[config.mk]
export PLATFORM = sky130hd
export DESIGN_NAME = ccc_coalesce
export DESIGN_NICKNAME = d
export VERILOG_FILES = /design/src/rtl/ccc_pkg.sv /design/src/rtl/ccc_cfg.sv /design/src/rtl/ccc_count.sv /design/src/rtl/ccc_timer.sv /design/src/rtl/ccc_coalesce.sv
export SDC_FILE = /design/constraint.sdc
export NUM_CORES = 1
export LEC_CHECK = 0
export BUFFER_PORTS_ARGS = -buffer_cell sky130_fd_sc_hd__buf_2
export CORE_MARGIN = 4
export CORE_UTILIZATION = 48
export DETAILED_ROUTE_END_ITERATION = 8
export MAX_ROUTING_LAYER = met4
export PLACE_DENSITY = 0.79
export SYNTH_ARGS = -nofsm -noshare
export SYNTH_HDL_FRONTEND = slang
export SYNTH_HIERARCHICAL = 1
export SYNTH_SLANG_ARGS = --single-unit
export TNS_END_PERCENT = 5
[constraint.sdc]
create_clock -name clk_i -period 4.8 [get_ports clk_i]
set_input_delay 0.24 -clock clk_i [delete_from_list [all_inputs] [get_ports clk_i]]
set_output_delay 0.24 -clock clk_i [all_outputs]
set_load 0.02 [all_outputs]
[src/rtl/ccc_pkg.sv]
package ccc_pkg;
  localparam int CTRL_W  = 32;
  localparam int EN_BIT  = 0;
  localparam int IDX_LSB = 3;
  localparam int IDX_W   = 5;
  localparam int CNT_LSB = 8;
  localparam int CNT_W   = 8;
  localparam int TMO_LSB = 16;
  localparam int TMO_W   = 16;
  localparam logic [CTRL_W-1:0] CTRL_RST = 32'h0001_0100;
endpackage

[src/rtl/ccc_cfg.sv]
module ccc_cfg
  import ccc_pkg::*;
#(
  parameter int NPORT = 4
) (
  input  logic              clk_i,
  input  logic              rst_ni,
  input  logic              ctrl_we_i,
  input  logic [CTRL_W-1:0] ctrl_wdata_i,
  input  logic              mask_we_i,
  input  logic [NPORT-1:0]  mask_wdata_i,
  output logic [CTRL_W-1:0] ctrl_o,
  output logic              en_o,
  output logic              rise_o,
  output logic [IDX_W-1:0]  idx_o,
  output logic [CNT_W-1:0]  thr_o,
  output logic [TMO_W-1:0]  tv_o,
  output logic [TMO_W-1:0]  tv_load_o,
  output logic [NPORT-1:0]  mask_o
);
  logic [CTRL_W-1:0] ctrl_q;
  logic [CNT_W-1:0]  thr_q;
  logic [TMO_W-1:0]  tv_q;
  logic [NPORT-1:0]  mask_q;
  logic [CNT_W-1:0]  w_thr;
  logic [TMO_W-1:0]  w_tmo;

  assign w_thr  = ctrl_wdata_i[CNT_LSB +: CNT_W];
  assign w_tmo  = ctrl_wdata_i[TMO_LSB +: TMO_W];
  assign rise_o = ctrl_we_i & ctrl_wdata_i[EN_BIT] & ~ctrl_q[EN_BIT];

  always_ff @(posedge clk_i or negedge rst_ni) begin
    if (!rst_ni) begin
      ctrl_q <= CTRL_RST;
      thr_q  <= CTRL_RST[CNT_LSB +: CNT_W];
      tv_q   <= CTRL_RST[TMO_LSB +: TMO_W];
      mask_q <= '0;
    end else begin
      if (ctrl_we_i) ctrl_q <= ctrl_wdata_i;
      if (rise_o) begin
        thr_q <= w_thr;
        tv_q  <= w_tmo;
      end
      if (mask_we_i) mask_q <= mask_wdata_i;
    end
  end

  assign ctrl_o    = ctrl_q;
  assign en_o      = ctrl_q[EN_BIT];
  assign idx_o     = ctrl_q[IDX_LSB +: IDX_W];
  assign thr_o     = thr_q;
  assign tv_o      = tv_q;
  assign tv_load_o = rise_o ? w_tmo : tv_q;
  assign mask_o    = mask_q;

  // settings only move on an enable edge
  assert_act_hold_R3: assert property (@(posedge clk_i) disable iff (!rst_ni)
    !rise_o |=> ($stable(thr_q) && $stable(tv_q)));
endmodule

[src/rtl/ccc_count.sv]
module ccc_count #(
  parameter int NPORT = 4,
  parameter int CNT_W = 8
) (
  input  logic             clk_i,
  input  logic             rst_ni,
  input  logic             en_i,
  input  logic             fire_i,
  input  logic [NPORT-1:0] hits_i,
  input  logic [CNT_W-1:0] thr_i,
  output logic [CNT_W-1:0] cnt_o,
  output logic             hit_o
);
  localparam int SUM_W = CNT_W + $clog2(NPORT + 1);

  logic [CNT_W-1:0] cnt_q, cnt_d;
  logic [SUM_W-1:0] inc, sum;
  logic             thr_on;

  always_comb begin
    inc = '0;
    for (int i = 0; i < NPORT; i++) inc = inc + SUM_W'(hits_i[i]);
  end

  assign thr_on = (thr_i != '0);
  assign sum    = SUM_W'(cnt_q) + inc;
  assign hit_o  = en_i && thr_on && (sum >= SUM_W'(thr_i));

  always_comb begin
    if (!en_i || !thr_on || fire_i) cnt_d = '0;
    else if (sum >= SUM_W'(thr_i))  cnt_d = thr_i;
    else                            cnt_d = sum[CNT_W-1:0];
  end

  always_ff @(posedge clk_i or negedge rst_ni) begin
    if (!rst_ni) cnt_q <= '0;
    else         cnt_q <= cnt_d;
  end

  assign cnt_o = cnt_q;

  assert_cnt_sat_R4: assert property (@(posedge clk_i) disable iff (!rst_ni)
    (thr_i != '0) |-> (cnt_q <= thr_i));
  assert_cnt_idle_R4: assert property (@(posedge clk_i) disable iff (!rst_ni)
    (en_i && !fire_i && hits_i == '0) |=> $stable(cnt_q));
endmodule

[src/rtl/ccc_timer.sv]
module ccc_timer #(
  parameter int TMO_W = 16
) (
  input  logic             clk_i,
  input  logic             rst_ni,
  input  logic             en_i,
  input  logic             load_i,
  input  logic             fire_i,
  input  logic             run_i,
  input  logic             tick_i,
  input  logic [TMO_W-1:0] tv_i,
  output logic [TMO_W-1:0] tmr_o,
  output logic             hit_o
);
  logic [TMO_W-1:0] tmr_q;
  logic             step;

  assign step  = en_i && run_i && tick_i && (tmr_q != '0);
  assign hit_o = step && (tmr_q == TMO_W'(1));

  always_ff @(posedge clk_i or negedge rst_ni) begin
    if (!rst_ni)               tmr_q <= '0;
    else if (load_i || fire_i) tmr_q <= tv_i;
    else if (step)             tmr_q <= tmr_q - TMO_W'(1);
  end

  assign tmr_o = tmr_q;

  assert_tmr_hold_R6: assert property (@(posedge clk_i) disable iff (!rst_ni)
    (!load_i && !fire_i && !(en_i && run_i && tick_i)) |=> $stable(tmr_q));
endmodule

[src/rtl/ccc_coalesce.sv]
module ccc_coalesce
  import ccc_pkg::*;
#(
  parameter int NPORT = 4,
  parameter int NVEC  = 32
) (
  input  logic              clk_i,
  input  logic              rst_ni,
  input  logic              ctrl_we_i,
  input  logic [CTRL_W-1:0] ctrl_wdata_i,
  input  logic              mask_we_i,
  input  logic [NPORT-1:0]  mask_wdata_i,
  input  logic [NPORT-1:0]  cmpl_i,
  input  logic [NPORT-1:0]  busy_i,
  input  logic              tick_i,
  input  logic [NVEC-1:0]   pend_clr_i,
  output logic [CTRL_W-1:0] ctrl_o,
  output logic              irq_o,
  output logic [IDX_W-1:0]  irq_idx_o,
  output logic [NVEC-1:0]   pend_o
);
  logic             en, rise, fire, cnt_hit, tmr_hit, run;
  logic [IDX_W-1:0] idx;
  logic [CNT_W-1:0] thr, cnt;
  logic [TMO_W-1:0] tv, tv_load, tmr;
  logic [NPORT-1:0] mask;
  logic             irq_q;
  logic [IDX_W-1:0] idx_q;
  logic [NVEC-1:0]  pend_q;

  ccc_cfg #(.NPORT(NPORT)) u_cfg (
    .clk_i, .rst_ni, .ctrl_we_i, .ctrl_wdata_i, .mask_we_i, .mask_wdata_i,
    .ctrl_o, .en_o(en), .rise_o(rise), .idx_o(idx), .thr_o(thr), .tv_o(tv),
    .tv_load_o(tv_load), .mask_o(mask)
  );

  ccc_count #(.NPORT(NPORT), .CNT_W(CNT_W)) u_cnt (
    .clk_i, .rst_ni, .en_i(en), .fire_i(fire), .hits_i(cmpl_i & mask),
    .thr_i(thr), .cnt_o(cnt), .hit_o(cnt_hit)
  );

  assign run = |(busy_i & mask);

  ccc_timer #(.TMO_W(TMO_W)) u_tmr (
    .clk_i, .rst_ni, .en_i(en), .load_i(rise), .fire_i(fire), .run_i(run),
    .tick_i, .tv_i(tv_load), .tmr_o(tmr), .hit_o(tmr_hit)
  );

  // count and timer hits merge into one event
  assign fire = en & (cnt_hit | tmr_hit);

  always_ff @(posedge clk_i or negedge rst_ni) begin
    if (!rst_ni) begin
      irq_q <= 1'b0;
      idx_q <= '0;
    end else begin
      irq_q <= fire;
      if (fire) idx_q <= idx;
    end
  end

  for (genvar v = 0; v < NVEC; v++) begin : g_pend
    always_ff @(posedge clk_i or negedge rst_ni) begin
      if (!rst_ni)                              pend_q[v] <= 1'b0;
      else if (fire && idx == IDX_W'(v))        pend_q[v] <= 1'b1;
      else if (pend_clr_i[v])                   pend_q[v] <= 1'b0;
    end
  end

  assign irq_o     = irq_q;
  assign irq_idx_o = idx_q;
  assign pend_o    = pend_q;

  assert_off_quiet_R1: assert property (@(posedge clk_i) disable iff (!rst_ni)
    !en |=> !irq_q);
  assert_reload_R7: assert property (@(posedge clk_i) disable iff (!rst_ni)
    irq_q |-> (cnt == '0 && tmr == tv));
  assert_pend_set_R9: assert property (@(posedge clk_i) disable iff (!rst_ni)
    irq_q |-> pend_q[idx_q]);
endmodule

# Yosys cells after proc, flatten, opt, wreduce, memory -nomap -nowiden
# Index checks and enable logic that the tools add are counted.
[word_totals]
inputBits = 81
reg_bits = 122
output_inout_bits = 70
elab_cells = 234
[op_classes]
add_sub_neg = 5
bitwise_logic = 7
n_eq_ne = 32
n_mux = 69
reduce_logical = 80
magnitude_cmp = 1
[op_table]
columns = ["cell", "n"]
rows = [
  ["$eq A5 B5 Y1 const B", 16],
  ["$reduce_bool A2 Y1", 33],
  ["$mux W1", 64],
  ["$mux W16", 3],
  ["$eq A5 B4 Y1 const B", 8],
  ["$logic_and A1 B1 Y1", 38],
  ["$add A11 B1 Y11", 2],
  ["$eq A5 B3 Y1 const B", 4],
  ["$eq A16 B1 Y1 const B", 1],
  ["$mux W8", 2],
  ["$reduce_bool A16 Y1", 1],
  ["$sub A16 B1 Y16 const B", 1],
  ["$add A8 B11 Y11", 1],
  ["$ge A11 B8 Y1", 1],
  ["$eq A5 B2 Y1 const B", 2],
  ["$and A4 B4 Y4", 2],
  ["$reduce_bool A8 Y1", 1],
  ["$eq A5 B1 Y1 const B", 1],
  ["$logic_not A5 Y1", 1],
  ["$reduce_or A4 Y1", 1],
  ["$and A1 B1 Y1", 3],
  ["$logic_or A1 B1 Y1", 3],
  ["$add A1 B1 Y2", 1],
  ["$logic_not A1 Y1", 2],
  ["other kinds (2)", 2],
]

# Longest topological paths before layout
[depth]
ltp_word = 11
ltp_mapped = 22
ltp_nobuf = 20

# Hierarchy
# The synthesis kept the hierarchy.
[by_module_without_submodules]
columns = ["module", "cells_per_inst", "seq_area_each_um2", "area_each_um2", "n_inst"]
rows = [
  ["ccc_cfg", 134, 1506.4, 2367.3, 1],
  ["ccc_coalesce", 131, 950.9, 1579.0, 1],
  ["ccc_timer", 118, 400.4, 1019.7, 1],
  ["ccc_count", 80, 200.2, 762.0, 1],
]

# Least setup slack after synthesis
# No wires, ideal clock.
[synth_timing]
kind = "register to register"
start = "register u_cfg.mask_q[0] (netlist: u_cfg/mask_o[0])"
end = "register u_cnt.cnt_q[0] (netlist: u_cnt/cnt_o[0])"
required_time_ps = 4734
t_arrival_ps = 5005
path_buffers = 2
slack_ps = -271
path_stages_with_launch = 23
synth_period_minus_slack_ps = 5071
cell_sequence = "dfrtp_1 > and2_1 > fa_1 > inv_1 > fa_1 > inv_1 > fa_1 > nand3_1 > nor2_1 > xor2_1 > ha_1 > and3_1 > a221o_1 > a31o_4 > or2_0 > buf_6 > and3_1 > o21ai_1 > inv_1 > and3b_1 > buf_1 > nor4b_1 > a31o_1"
[synth_via]
elab_chain_len = 11
word_cells_on_any_way = 18
[synth_lines]
columns = ["element", "line_no", "rtl"]
rows = [
  ["from (decl)", "ccc_cfg.sv:24", "logic [NPORT-1:0] mask_q;"],
  ["from (signal assigned)", "ccc_cfg.sv:44", "if (mask_we_i) mask_q <= mask_wdata_i;"],
  ["$and A4 B4 Y4", "ccc_coalesce.sv:38", ".clk_i, .rst_ni, .en_i(en), .fire_i(fire), .hits_i(cmpl_i & mask),"],
  ["$add A1 B1 Y2", "ccc_count.sv:22", "for (int i = 0; i < NPORT; i++) inc = inc + SUM_W'(hits_i[i]);"],
  ["$add A11 B1 Y11 (2 in a row)", "ccc_count.sv:22", ""],
  ["$add A8 B11 Y11", "ccc_count.sv:26", "assign sum = SUM_W'(cnt_q) + inc;"],
  ["$ge A11 B8 Y1", "ccc_count.sv:27", "assign hit_o = en_i && thr_on && (sum >= SUM_W'(thr_i));"],
  ["$logic_and A1 B1 Y1", "ccc_count.sv:27", ""],
  ["net cnt_hit", "ccc_coalesce.sv:22", "logic en, rise, fire, cnt_hit, tmr_hit, run;"],
  ["$or A1 B1 Y1", "ccc_coalesce.sv:50", "assign fire = en & (cnt_hit | tmr_hit);"],
  ["$and A1 B1 Y1", "ccc_coalesce.sv:50", ""],
  ["net fire", "ccc_coalesce.sv:22", ""],
  ["$logic_or A1 B1 Y1", "ccc_count.sv:30", "if (!en_i || !thr_on || fire_i) cnt_d = '0;"],
  ["$mux W8", "ccc_count.sv:30", ""],
  ["net u_cnt.cnt_d[0]", "ccc_count.sv:16", "logic [CNT_W-1:0] cnt_q, cnt_d;"],
  ["to (signal assigned)", "ccc_count.sv:37", "else cnt_q <= cnt_d;"],
  ["to (decl)", "ccc_count.sv:16", ""],
]
# The timed path passes the listed nets, and every way through them passes these cells.
# A chain may end at the register's enable or synchronous reset.

# Final worst setup path
[layout_timing]
start = "register u_cfg.mask_q[0] (netlist: u_cfg/mask_o[0])"
end = "register u_cnt.cnt_q[1] (netlist: u_cnt/cnt_o[1])"
# The elaborated chain is that of the path after synthesis.

==> results.py <==
metrics = {
    "final_layout": {
        "layout-drive-gt1-share_pct": 45.2,
        "num-nets-final": 723,
        "antennaDiodeCount": 0,
        "stdcell_area_sq_um": 7340,
        "layout-area-overhead-vs-synth_pct": 28.2,
    },
    "power": {
        "ir_worst_vdd_mv": 0.317,
        "pwr-share-comb_pct": 25.3,
        "power_frac_seq_pct": 40.1,
        "p_sw_share_pct": 30.2,
        "p_per_area_nw_per_um2": 478,
        "clkPwrFrac_pct": 34.5,
        "p_switching_mw": 1.06,
        "leakage_nw": 3.55,
        "p_int_mw": 2.45,
    },
    "worst_hold_path": {
        "hold_class": "primary input to flop",
    },
    "route": {
        "post_drt_wl_per_cell_um": 17.4,
        "wirelength_um": 13600,
        "drt_pre_antenna_iters": 5,
        "drtIter0Drc": 331,
        "wl_met1_um": 5870,
        "wl_met3_um": 877,
        "wl_met2_um": 6630,
        "route.vias.total": 4277,
        "vias_per_cell": 5.46,
        "route.detailed.drc": 0,
        "ant_nets": 0,
        "top_layer": "met4",
    },
    "yosys": {
        "yosysSeqAreaShare_pct": 53.4,
        "ys_ff_latch": 122,
        "syn-instance-count": 463,
        "synthFlopType": "dfrtp_1",
        "synth_top_area_cell": "dfrtp_1",
        "yosysUniqueCellTypes": 61,
        "synth_nets": 558,
        "syn_area_sq_um": 5730,
        "async_reset_ff_share_pct": 100,
        "syn_avg_cell_area_sq_um": 12.4,
        "yosysTopAreaCellShare_pct": 51.6,
        "synth-edff-count": 0,
        "ys_top_cells_by_area": "dfrtp_1 (52%), mux2_2 (9.0%), mux2_4 (5.2%)",
        "yosys_warnings": 6,
    },
    "global_routing": {
        "grt_pass1_vias": 4283,
        "grt.overflow.total": 0,
        "grt_use_total_pct": 20.8,
        "grt_pass1_wl_um": 21400,
        "grt_start_max_net_pins": 72,
        "antenna_found_initial": 0,
    },
    "cts": {
        "path_clk_slew_ns": 0.05,
        "cts_inserted_buffers": 17,
        "tritoncts": "done",
        "clockRootBuffer": "clkbuf_16",
        "clk_path_buf_depth": 2,
        "clock_sinks": 122,
        "htree_levels": 4,
        "insertion_delay_ns": 0.41,
    },
    "floorplanning": {
        "start_util_pct": 49.5,
        "ioPinCount": 151,
        "rows": 39,
        "die_area_sq_um": 13700,
        "die_x_um": 117,
        "coreArea_sq_um": 11600,
        "die_h_um": 117,
    },
    "placed_design": {
        "placed_area_sq_um": 6650,
        "port_buffers": 150,
        "gp_congestion": 0.871,
        "pre_cts_slack_ns": -0.0302,
        "hpwl_um": 9570,
    },
    "timing": {
        "skew_ns": 0.00524,
        "hold_viol": 0,
        "setup_ws_ns": 0.228,
        "fin_crit_sh_pct": 95.3,
        "report.final.slew_viol_count": 0,
        "fin_hold_ws_ns": 0.0202,
        "setup_viol": 0,
        "fin_crit_ns": 4.57,
        "fmax_ghz": 0.219,
        "maxSlewHeadroom_pct": 41.2,
        "worst-slew-pin-transition_ns": 0.882,
    },
    "status": {
        "status": "finished clean",
    },
    "worst_setup_path": {
        "start_kind": "flop",
        "cp_max_fo": 9,
        "critPathKind": "flop to flop",
        "critPathCaptureType": "flop",
        "crit_arrival_ns": 4.91,
        "crit_required_ns": 5.14,
    },
    "job": {
        "drv_cap": 0,
    },
}
final cells by class:
cell class,instances,area [sq um]
Clock buffer,23,468
Tap cell,143,179
Fill cell,932,4220
Sequential cell,122,3060
Clock inverter,8,95.1
Multi-Input combinational cell,271,2440
Inverter,49,184
Timing Repair Buffer,167,922
path summary, 6_finish.rpt:
check	start	endpoint	slack (ns)	cells after the start
max	u_cfg/mask_o[0]$_DFFE_PN0P_	u_cnt/cnt_o[1]$_DFF_PN0_	0.23	21
min in group asynchronous	rst_ni	u_cfg/ctrl_o[1]$_DFFE_PN0P_	0.49	2
max in group asynchronous	rst_ni	u_cfg/tv_o[9]$_DFF_PN0_	3.12	3
min reg2reg	u_cfg/tv_o[5]$_DFF_PN0_	u_cfg/tv_o[5]$_DFF_PN0_	0.49	1
max reg2reg	u_cfg/mask_o[0]$_DFFE_PN0P_	u_cnt/cnt_o[1]$_DFF_PN0_	0.23	21
min	pend_clr_i[16]	pend_o[16]$_DFFE_PN0P_	0.02	2
power by group through the flow:
stage	sequential [mW]	combinational, mW	clock [mW]
finish	1.41	0.890	1.21
floorplan	1.42	0.554	0
CTS	1.40	0.855	1.24
global placement	1.40	0.822	0
detailed placement	1.41	0.842	0
global route	1.44	0.987	1.30
critical path, stage by stage, from the launching register on:
cell and delay [ns]:
dfrtp_1 0.38, and2_1 0.18, fa_1 0.54, inv_1 0.05, fa_2 0.34, inv_1 0.08
fa_2 0.22, nand3_2 0.11, nor2_4 0.17, xor2_2 0.17, ha_1 0.25, and3_1 0.18
a221o_1 0.33, a31o_4 0.25, or2_0 0.23, and3_4 0.21, o21ai_4 0.14, inv_2 0.08
and3b_2 0.26, buf_6 0.14, o211ai_1 0.08, o21ai_1 0.08
metrics by stage:
step / utilization, % / power, mW / cells / TNS [ns]
6_report: 63.5 / 3.51 / 783 / 0
5_1_grt: 63.5 / 3.72 / 783 / -0.0426
4_1_cts: 62.6 / 3.50 / 779 / 0
3_5_place_dp: 57.5 / 2.26 / 747 / -0.0782
3_3_place_gp: 57.5 / 2.23 / 747 / 0
2_1_floorplan: - / 1.98 / 463 / -0.00309
timing repair:
item	4_1_cts	5_1_grt
setup buffers	0	1
hold buffers	1	2
cloned	0	1
endpoints found under the setup margin	10	41
pin swaps	1	2
resized for setup	3	14
hold endpoints to repair	68	2
registers in the layout (all words and copies together), names as in the netlist:
signal	flops
irq_idx_o	5
irq_o	1
pend_o	32
u_cfg/ctrl_o	32
u_cfg/mask_o	4
u_cfg/thr_o	8
u_cfg/tv_o	16
u_cnt/cnt_o	8
u_tmr/tmr_o	16
metal layers:
metal / vias to the layer above / GRT usage, %
met5: - / -
met2: 156 / 32.7
met4: 0 / 6.80
li1: 1987 / -
met3: 29 / 5.24
met1: 2105 / 26.6
cell families after synthesis:
kind of cell	Yosys count	share of synthesized area, %
simple gates	91	9.83
xor+xnor	15	2.29
fa+ha+maj	14	3.45
buf+inv	70	5.55
compound gates	84	11.0
mux	67	14.5
flops	122	53.4
Yosys cell counts (2+ instances only):
cell type  number
nand2b_1        2
and3_1          3
a211oi_1        2
clkbuf_1        5
nor4_1          4
dfrtp_1       118
inv_1          49
mux2_2         46
dfstp_2         4
nand2_1        11
buf_6           3
xnor2_1        11
buf_4           7
or2_2           2
nand4_1         2
nand3b_1        2
nor4b_1         3
buf_2           5
o211a_1         6
a31oi_1         4
nand3_1         5
ha_1           11
o32ai_2         3
or3_1           3
or4_4           2
nor2_1         24
o21ai_0         8
nor3_1          5
a22oi_1         3
nand4b_1        4
fa_1            3
nand4bb_1       3
and2_1          5
mux2_4         20
xor2_1          4
a21oi_1        15
o211ai_1        2
o21ai_1         4
o22ai_1         8
o32ai_1        21
cell usage in the layout, fill, tap and decap left out, types with 3 or more instances in the layout:
master / count
dfrtp_1: 118
a22oi_1: 3
nor2_1: 22
ha_1: 11
nand4bb_1: 3
o32ai_2: 3
or3_1: 3
nand2_1: 11
nand3_1: 4
and2_1: 5
clkinv_2: 4
clkbuf_1: 4
mux2_2: 46
o211a_1: 6
buf_2: 149
a21oi_1: 15
nor4_1: 4
xnor2_1: 10
a31oi_1: 4
o32ai_1: 21
o21ai_0: 8
o22ai_1: 8
nor3_1: 5
mux2_4: 20
nand4b_1: 4
o21ai_1: 3
dfstp_2: 4
clkbuf_16: 18
dlygate4sd3_1: 3
inv_1: 48
buf_4: 12
xor2_1: 3
Note: power is estimated with default switching activity, not from simulation.
